File: src/rtl/fb_seq_pkg.sv
package fb_seq_pkg;

   typedef enum logic {BUF_A = 1'b0, BUF_B = 1'b1} buf_e;

   function automatic bit is_pow2(input int v);
      return (v > 0) && ((v & (v - 1)) == 0);
   endfunction

endpackage

File: src/rtl/fb_seq_cnt.sv
// Position counter: clears, steps, and flags when it sits at the captured final value.
module fb_seq_cnt #(
   parameter int W = 8
) (
   input  logic         clk,
   input  logic         rst,
   input  logic         clr,
   input  logic         inc,
   input  logic [W-1:0] last_val,
   output logic         at_last
);
   logic [W-1:0] cnt;

   always_ff @(posedge clk) begin
      if (rst || clr) cnt <= '0;
      else if (inc)   cnt <= cnt + 1'b1;
   end

   assign at_last = (cnt == last_val);
endmodule

File: src/rtl/fb_seq_cfg.sv
// Start qualification, settings capture and buffer alternation.
module fb_seq_cfg #(
   parameter int ADDR_W = 20,
   parameter int LINE_W = 11,
   parameter int BPL_W  = 8,
   parameter int GAP_W  = 8
) (
   input  logic              clk,
   input  logic              rst,
   input  logic              start,
   input  logic              idle,
   input  logic [ADDR_W-1:0] base_a,
   input  logic [ADDR_W-1:0] base_b,
   input  logic [LINE_W-1:0] lines,
   input  logic [BPL_W-1:0]  bursts,
   input  logic [GAP_W-1:0]  gap,
   input  logic              single_buf,
   output logic              accept,
   output logic              cfg_err,
   output logic [ADDR_W-1:0] start_base,
   output logic [LINE_W-1:0] lines_m1,
   output logic [BPL_W-1:0]  bursts_m1,
   output logic [GAP_W-1:0]  gap_q,
   output logic              buf_b
);
   import fb_seq_pkg::*;

   logic bad_cfg;
   buf_e nxt_buf, cur_buf;

   assign bad_cfg    = (lines == '0) || (bursts == '0);
   assign accept     = start && idle && !bad_cfg;
   assign cur_buf    = single_buf ? BUF_A : nxt_buf;
   assign start_base = (cur_buf == BUF_B) ? base_b : base_a;

   always_ff @(posedge clk) begin
      if (rst) begin
         cfg_err   <= 1'b0;
         nxt_buf   <= BUF_A;
         buf_b     <= 1'b0;
         lines_m1  <= '0;
         bursts_m1 <= '0;
         gap_q     <= '0;
      end else if (accept) begin
         cfg_err   <= 1'b0;
         nxt_buf   <= (cur_buf == BUF_A) ? BUF_B : BUF_A;
         buf_b     <= (cur_buf == BUF_B);
         lines_m1  <= lines - 1'b1;
         bursts_m1 <= bursts - 1'b1;
         gap_q     <= gap;
      end else if (start && idle) begin
         cfg_err   <= 1'b1;
      end
   end
endmodule

File: src/rtl/fb_seq_addr.sv
// Burst index accumulator: +1 inside a line, +1+gap at a line end.
module fb_seq_addr #(
   parameter int ADDR_W = 20,
   parameter int GAP_W  = 8
) (
   input  logic              clk,
   input  logic              rst,
   input  logic              load,
   input  logic [ADDR_W-1:0] load_val,
   input  logic              step,
   input  logic              at_eol,
   input  logic [GAP_W-1:0]  gap,
   output logic [ADDR_W-1:0] idx
);
   logic [ADDR_W-1:0] stride;

   assign stride = at_eol ? (ADDR_W'(gap) + ADDR_W'(1)) : ADDR_W'(1);

   always_ff @(posedge clk) begin
      if (rst)       idx <= '0;
      else if (load) idx <= load_val;
      else if (step) idx <= idx + stride;
   end
endmodule

File: src/rtl/fb_burst_seq.sv
module fb_burst_seq #(
   parameter int ADDR_W      = 20,
   parameter int LINE_W      = 11,
   parameter int BPL_W       = 8,
   parameter int GAP_W       = 8,
   parameter int BURST_BYTES = 16,
   localparam int BYTE_SH    = $clog2(BURST_BYTES),
   localparam int BYTE_W     = ADDR_W + BYTE_SH
) (
   input  logic              clk,
   input  logic              rst,
   input  logic              start,
   input  logic [ADDR_W-1:0] base_a,
   input  logic [ADDR_W-1:0] base_b,
   input  logic [LINE_W-1:0] lines,
   input  logic [BPL_W-1:0]  bursts,
   input  logic [GAP_W-1:0]  gap,
   input  logic              single_buf,
   input  logic              out_ready,
   output logic              out_valid,
   output logic [BYTE_W-1:0] out_addr,
   output logic              out_last_line,
   output logic              out_last_field,
   output logic              out_buf_b,
   output logic              cfg_err
);
   generate
      if (!fb_seq_pkg::is_pow2(BURST_BYTES)) begin : g_bad_burst
         $error("BURST_BYTES must be a power of two");
      end
      if (GAP_W > ADDR_W) begin : g_bad_gap
         $error("GAP_W must not exceed ADDR_W");
      end
      if (LINE_W < 1 || BPL_W < 1) begin : g_bad_cnt
         $error("counter widths must be positive");
      end
   endgenerate

   logic              running, fire, accept;
   logic              col_last, line_last;
   logic [ADDR_W-1:0] start_base, idx;
   logic [LINE_W-1:0] lines_m1;
   logic [BPL_W-1:0]  bursts_m1;
   logic [GAP_W-1:0]  gap_q;

   fb_seq_cfg #(
      .ADDR_W(ADDR_W), .LINE_W(LINE_W), .BPL_W(BPL_W), .GAP_W(GAP_W)
   ) u_cfg (
      .clk(clk), .rst(rst), .start(start), .idle(!running),
      .base_a(base_a), .base_b(base_b), .lines(lines), .bursts(bursts),
      .gap(gap), .single_buf(single_buf),
      .accept(accept), .cfg_err(cfg_err), .start_base(start_base),
      .lines_m1(lines_m1), .bursts_m1(bursts_m1), .gap_q(gap_q),
      .buf_b(out_buf_b)
   );

   assign fire = running && out_ready;

   fb_seq_cnt #(.W(BPL_W)) u_col (
      .clk(clk), .rst(rst), .clr(accept || (fire && col_last)),
      .inc(fire), .last_val(bursts_m1), .at_last(col_last)
   );

   fb_seq_cnt #(.W(LINE_W)) u_line (
      .clk(clk), .rst(rst), .clr(accept),
      .inc(fire && col_last), .last_val(lines_m1), .at_last(line_last)
   );

   fb_seq_addr #(.ADDR_W(ADDR_W), .GAP_W(GAP_W)) u_addr (
      .clk(clk), .rst(rst), .load(accept), .load_val(start_base),
      .step(fire), .at_eol(col_last), .gap(gap_q), .idx(idx)
   );

   always_ff @(posedge clk) begin
      if (rst)                                running <= 1'b0;
      else if (accept)                        running <= 1'b1;
      else if (fire && col_last && line_last) running <= 1'b0;
   end

   assign out_valid      = running;
   assign out_last_line  = running && col_last;
   assign out_last_field = running && col_last && line_last;

   generate
      if (BYTE_SH == 0) begin : g_unit_burst
         assign out_addr = idx;
      end else begin : g_scaled_burst
         assign out_addr = {idx, {BYTE_SH{1'b0}}};
      end
   endgenerate
endmodule

File: config.mk
export PLATFORM = sky130hd
export DESIGN_NAME = fb_burst_seq
export DESIGN_NICKNAME = d
export VERILOG_FILES = /design/src/rtl/fb_seq_pkg.sv /design/src/rtl/fb_seq_cnt.sv /design/src/rtl/fb_seq_cfg.sv /design/src/rtl/fb_seq_addr.sv /design/src/rtl/fb_burst_seq.sv
export SDC_FILE = /design/constraint.sdc
export NUM_CORES = 1
export LEC_CHECK = 0
export BUFFER_PORTS_ARGS = -buffer_cell sky130_fd_sc_hd__buf_2
export CAP_MARGIN = 10
export CORE_UTILIZATION = 50
export CTS_BUF_LIST = sky130_fd_sc_hd__clkbuf_16
export DETAILED_ROUTE_END_ITERATION = 10
export GPL_TIMING_DRIVEN = 0
export HOLD_SLACK_MARGIN = 0.1
export PLACE_DENSITY = 0.74
export SETUP_SLACK_MARGIN = 0.4
export SKIP_LAST_GASP = 1
export SLEW_MARGIN = 20
export SYNTH_ARGS = -nofsm -noshare
export SYNTH_HDL_FRONTEND = slang
export SYNTH_HIERARCHICAL = 1
export SYNTH_SLANG_ARGS = --single-unit
File: constraint.sdc
create_clock -name clk -period 5.8 [get_ports clk]
set_clock_uncertainty 0.1 [all_clocks]
set_input_delay 0.29 -clock clk [delete_from_list [all_inputs] [get_ports clk]]
set_output_delay 0.29 -clock clk [all_outputs]
set_load 0.05 [all_outputs]
; Yosys cells after proc, flatten, opt, wreduce, memory -nomap -nowiden
; Cells that the tools add are included.
[op_classes]
n_shift = 0
order_cmp = 0
reduce_logical = 18
n_div = 0
n_addsub = 6
n_eq_ne = 2
bitwise_logic = 0
n_mul = 0
muxes = 8
[op_table]
columns = operator, count
row1 = $mux W20, 4
row2 = $add A20 B20 Y20, 1
row3 = $add A11 B1 Y11 const B, 1
row4 = $eq A11 B11 Y1, 1
row5 = $logic_not A11 Y1, 1
row6 = $sub A11 B1 Y11 const B, 1
row7 = $add A8 B1 Y9 const B, 1
row8 = $add A8 B1 Y8 const B, 1
row9 = $eq A8 B8 Y1, 1
row10 = $logic_not A8 Y1, 1
row11 = $sub A8 B1 Y8 const B, 1
row12 = $logic_and A1 B1 Y1, 7
row13 = $logic_or A1 B1 Y1, 4
row14 = $mux W1, 4
row15 = $reduce_bool A2 Y1, 2
row16 = $logic_not A1 Y1, 2
row17 = $reduce_or A2 Y1, 1
[totals]
ram_bits = 0
regBits = 70
elab_cells = 44
out_inout_bits = 29
romBits = 0
latch_bits = 0
memories = 0
in_bits = 72

; Depth between registers and ports, before layout
[logic_depth]
ltp_word = 6
ltp_mapped = 12

; Modules after synthesis
; The synthesis kept the hierarchy.
[by_module_without_submodules]
columns = module, cells_per_inst, instances, area_each_um2
row1 = fb_seq_addr, 226, 1, 1760.4
row2 = fb_seq_cfg, 181, 1, 1657.8
row3 = fb_seq_cnt (u_line), 69, 1, 621.8
row4 = fb_seq_cnt (u_col), 50, 1, 432.9
row5 = fb_burst_seq, 15, 1, 121.4

; Worst setup path before layout
; No wires, ideal clock.
[synth_path]
path_kind = reg2reg
start = register u_col.cnt[3]
end = register u_addr.idx[14]
path_slack_ns = 2.705
path_buffers = 1
setup_time_ns = 0.088
stages_incl_launch_ff = 13
arrival_ns = 2.907
required_time_ns = 5.612
path_cell_list = dfxtp_1 > clkbuf_1 > xnor2_1 > nand4_1 > nor2_1 > nand2_1 > ha_1 > fa_1 > a21oi_1 > o21ai_4 > a211oi_4 > o21ai_1 > a311oi_2
[synth_between]
elab_chain_len = 5
[synth_rtl]
columns = element, line
row1 = start: declaration, fb_seq_cnt.sv:12  ; logic [W-1:0] cnt;
row2 = start signal: assignment, fb_seq_cnt.sv:16  ; else if (inc) cnt <= cnt + 1'b1;
row3 = $eq A8 B8 Y1, fb_seq_cnt.sv:19  ; assign at_last = (cnt == last_val);
row4 = net col_last, fb_burst_seq.sv:40  ; logic col_last, line_last;
row5 = $mux W20, fb_seq_addr.sv:17  ; assign stride = at_eol ? (ADDR_W'(gap) + ADDR_W'(1)) : ADDR_W'(1);
row6 = $add A20 B20 Y20, fb_seq_addr.sv:22  ; else if (step) idx <= idx + stride;
row7 = $mux W20, fb_seq_addr.sv:22
row8 = $mux W20, fb_seq_addr.sv:21  ; else if (load) idx <= load_val;
row9 = end signal: assignment, fb_seq_addr.sv:21
row10 = end signal: assignment, fb_seq_addr.sv:22
row11 = end: declaration, fb_seq_addr.sv:13  ; output logic [ADDR_W-1:0] idx
; The timed path passes the listed nets, and every way through them passes these cells. The select of a mux whose other input is x is not followed.
; A chain may end at the register's enable or synchronous reset.

; Worst setup path after layout
; Ends and elaborated chain as after synthesis.

==> key figures <==
Floorplanning
  – Row cnt: 34
  – Die W: 97.9 um
  – Ports: 101
  – Full die area: between 9000 and 10,000 um2
  – Die H: 97.9 um
  – Initial core utilization: 0.522
  – Placeable Area: 8810 um2

Cells and area
  – Leading cell type in the layout, fill and taps excluded: buf_2
  – Util after Layout: 0.627
  – NumNets Final: around 740
  – Share of layout cells above drive strength 1: 0.251
  – Filler instances: 763
  – Footprint of the multi-input gates: 3000 um2
  – Register area: 1400 um2
  – Diode count: 0
  – Area delta synth->final: 20.2%
  – Most frequent cells in the layout: buf_2 (100), dfxtp_1 (70), a21oi_1 (52)

Run status
  – Status: finished with violations
  – Violated checks: DRC

Clock network
  – CTS tree: built
  – CTS sink cnt: 70
  – Hold_buf cts: 2
  – Clk Latency, worst-skew pair: approximately 330 ps
  – Setup bufs post-CTS: 0
  – CTS Root Cell: clkbuf_16
  – Htree depth: 3
  – CTS resizes: 0
  – Clock transition at path regs: 50 ps
  – CTS Buf Count: 9
  – Clock Tree Buf Depth: 2

Placement
  – Routability cong.: 0.875
  – Hpwl dp: 8860 um
  – IO buf count: 96

Timing
  – Fmax: 0.274 GHz
  – Slew @ Worst Pin: 710 ps
  – Setup TNS: 0 ps
  – Finish-stage setup viols: 0
  – Final min period: around 3600 ps
  – Max-slew headroom: 0.527
  – Final period util: 0.629
  – Unrepaired setup endpoints after global routing: no
  – Final Hold Vio Count: 0
  – Slew Limit Fails: 0

Critical path
  – Slowest-stage cell, CP: nor2_1
  – Worst setup SP type: flip-flop
  – CP delay by family, top: compound AO/OA/AOI/OAI gates
  – Crit path cell chain: clkbuf_1, xnor2_1, nand4_1, nor2_1, nand2_1, ha_1, fa_1, a21oi_1, o21ai_4, a211oi_4, o21ai_1, a311oi_2
  – Critical path buffers and inverters: 1
  – Arr. time, crit path: 3790 ps
  – Crit-path max FO: 13
  – Critical path capture point type: flip-flop
  – Reg2reg setup slack: 2150 ps
  – Worst stage delay on the critical path: about 530 ps
  – Critical Path RT: 5940 ps
  – Worst Path Class, Setup: reg2reg

Power and ir drop
  – Max IR drop VDD: 152 uV
  – Seq pwr share: 0.400
  – Combinational Power Share: 0.212
  – Clock share of power: 0.388
  – Int Pwr: between 0.9 and 1 mW
  – Pwr/cell area: 246 nW/um2
  – Sw power: 0.408 mW
  – Switch share: 0.301
  – Lkg Pwr: about 2.2 nW

Logic synthesis
  – Synth cell types: 73
  – Share of the synthesized area in the top cell type: 0.305
  – Synth Warn #: 6
  – Cells after Synth: 541
  – Seq cells post-synth: 70
  – Async set or reset register ratio after synthesis: 0
  – Post-synth EDFFs: 0
  – Post-synth top flop: dfxtp_1
  – Syn_area_per_cell: 8.49 um2
  – Synthesized cell area: ~4600 um2
  – Top cells by area, synth: dfxtp_1 (31%), xnor2_1 (7.2%), a21oi_1 (5.7%), mux2_2 (4.9%), ha_1 (4.4%)
  – Sequential area share after synthesis: 0.305
  – Dominant cell type by area after synthesis: dfxtp_1

Global routing
  – Initial antenna violation count: 0
  – GRT Residual Overflow: 0
  – First-pass GRT wire length: 18,500 um
  – Largest net degree at the start of global routing: 21
  – Via count of the first global-routing pass: approximately 4,100
  – Tot GR Track Use: 0.237

Drt
  – DR iter-0 viols: 222
  – Routed length per instance: 15.0 um
  – Final WL: 11,500 um
  – Detailed Routing Iterations Pass 1: 8
  – Vias: 4,402
  – Routed Antenna Nets: 0
  – Residual DRC count: 24
  – DR vias/cell: 5.75

Worst hold path
  – Hold Path Class: in2reg

Flow run
  – Max-cap violation count: 0
## final timing paths
path                                    from             end  depth (start not counted)
worst max register to register  u_col/cnt[3]  u_addr/idx[14]                         12
worst max-delay path            u_col/cnt[3]  u_addr/idx[14]                         12
worst min register to register   u_cfg/buf_b     u_cfg/buf_b                          2
worst min-delay path                  gap[3]  u_cfg/gap_q[3]                          3
## synth_stat cells, types with 11 or more instances
master    number
mux2_2        20
clkbuf_1      16
a21oi_1       52
ha_1          16
nand4_1       11
xnor2_1       38
nor2_1        39
nand3_1       22
inv_1         12
xor2_1        11
o21ai_0       20
a211oi_1      24
or3_1         18
dfxtp_1       70
nand2_1       29
## power groups by stage
stage / clock (mW) / combinational, mW / sequential (mW)
2_1_floorplan: 0 / 0.157 / 0.595
3_3_place_gp: 0 / 0.278 / 0.552
3_5_place_dp: 0 / 0.285 / 0.553
4_1_cts: 0.531 / 0.288 / 0.543
5_1_grt: 0.556 / 0.312 / 0.548
6_report: 0.527 / 0.287 / 0.543
## metal layers
layer  share of wire  global-route usage  routed length, um
met1            0.44               0.292               5100
met2            0.49               0.426               5600
met3           0.057              0.0394                654
met4          0.0086              0.0606                 98
met5               0                   0                  0
## stage by stage
| stage | instances | instance area [um2] | setup slack, ps | total power, mW | hold WS (ps) |
|---|---|---|---|---|---|
| after floorplan | 544 | 4610 | 2710 | 0.752 | 260 |
| after global placement | 748 | 5220 | 2200 | 0.829 | 380 |
| after detailed placement | 748 | 5220 | 2170 | 0.838 | 390 |
| after CTS | 765 | 5520 | 2140 | 1.36 | 117 |
| after global routing | 765 | 5520 | 1830 | 1.42 | 118 |
| final | 765 | 5520 | 2150 | 1.36 | 118 |
## registers in the layout (all words and copies together) (netlist names), 8 cells and up
signal,cells
u_addr/idx,20
u_cfg/lines_m1,11
u_line/cnt,11
u_cfg/bursts_m1,8
u_cfg/gap_q,8
u_col/cnt,8
## cell type report
class / instances / share of cell area
sequential: 70 / 0.254
timing repair buffer: 98 / 0.0906
clock inverter: 6 / 0.00997
tap: 108 / 0.0245
buffer: 31 / 0.0290
multi-input combinational: 431 / 0.543
clock buffer: 9 / 0.0408
inverter: 12 / 0.00816
## worst min-delay path, stage by stage
cell and delay [ps]:
buf_2 100, nand3_1 60, a21oi_1 50
## cell families after synthesis
kind of cell	share of synthesized area
fa+ha+maj	0.0479
compound gates	0.208
flops	0.305
other cells	0.000816
buf+inv	0.0447
simple gates	0.230
mux	0.0711
xor+xnor	0.0934
No activity file was read; power rests on OpenSTA's default activity.
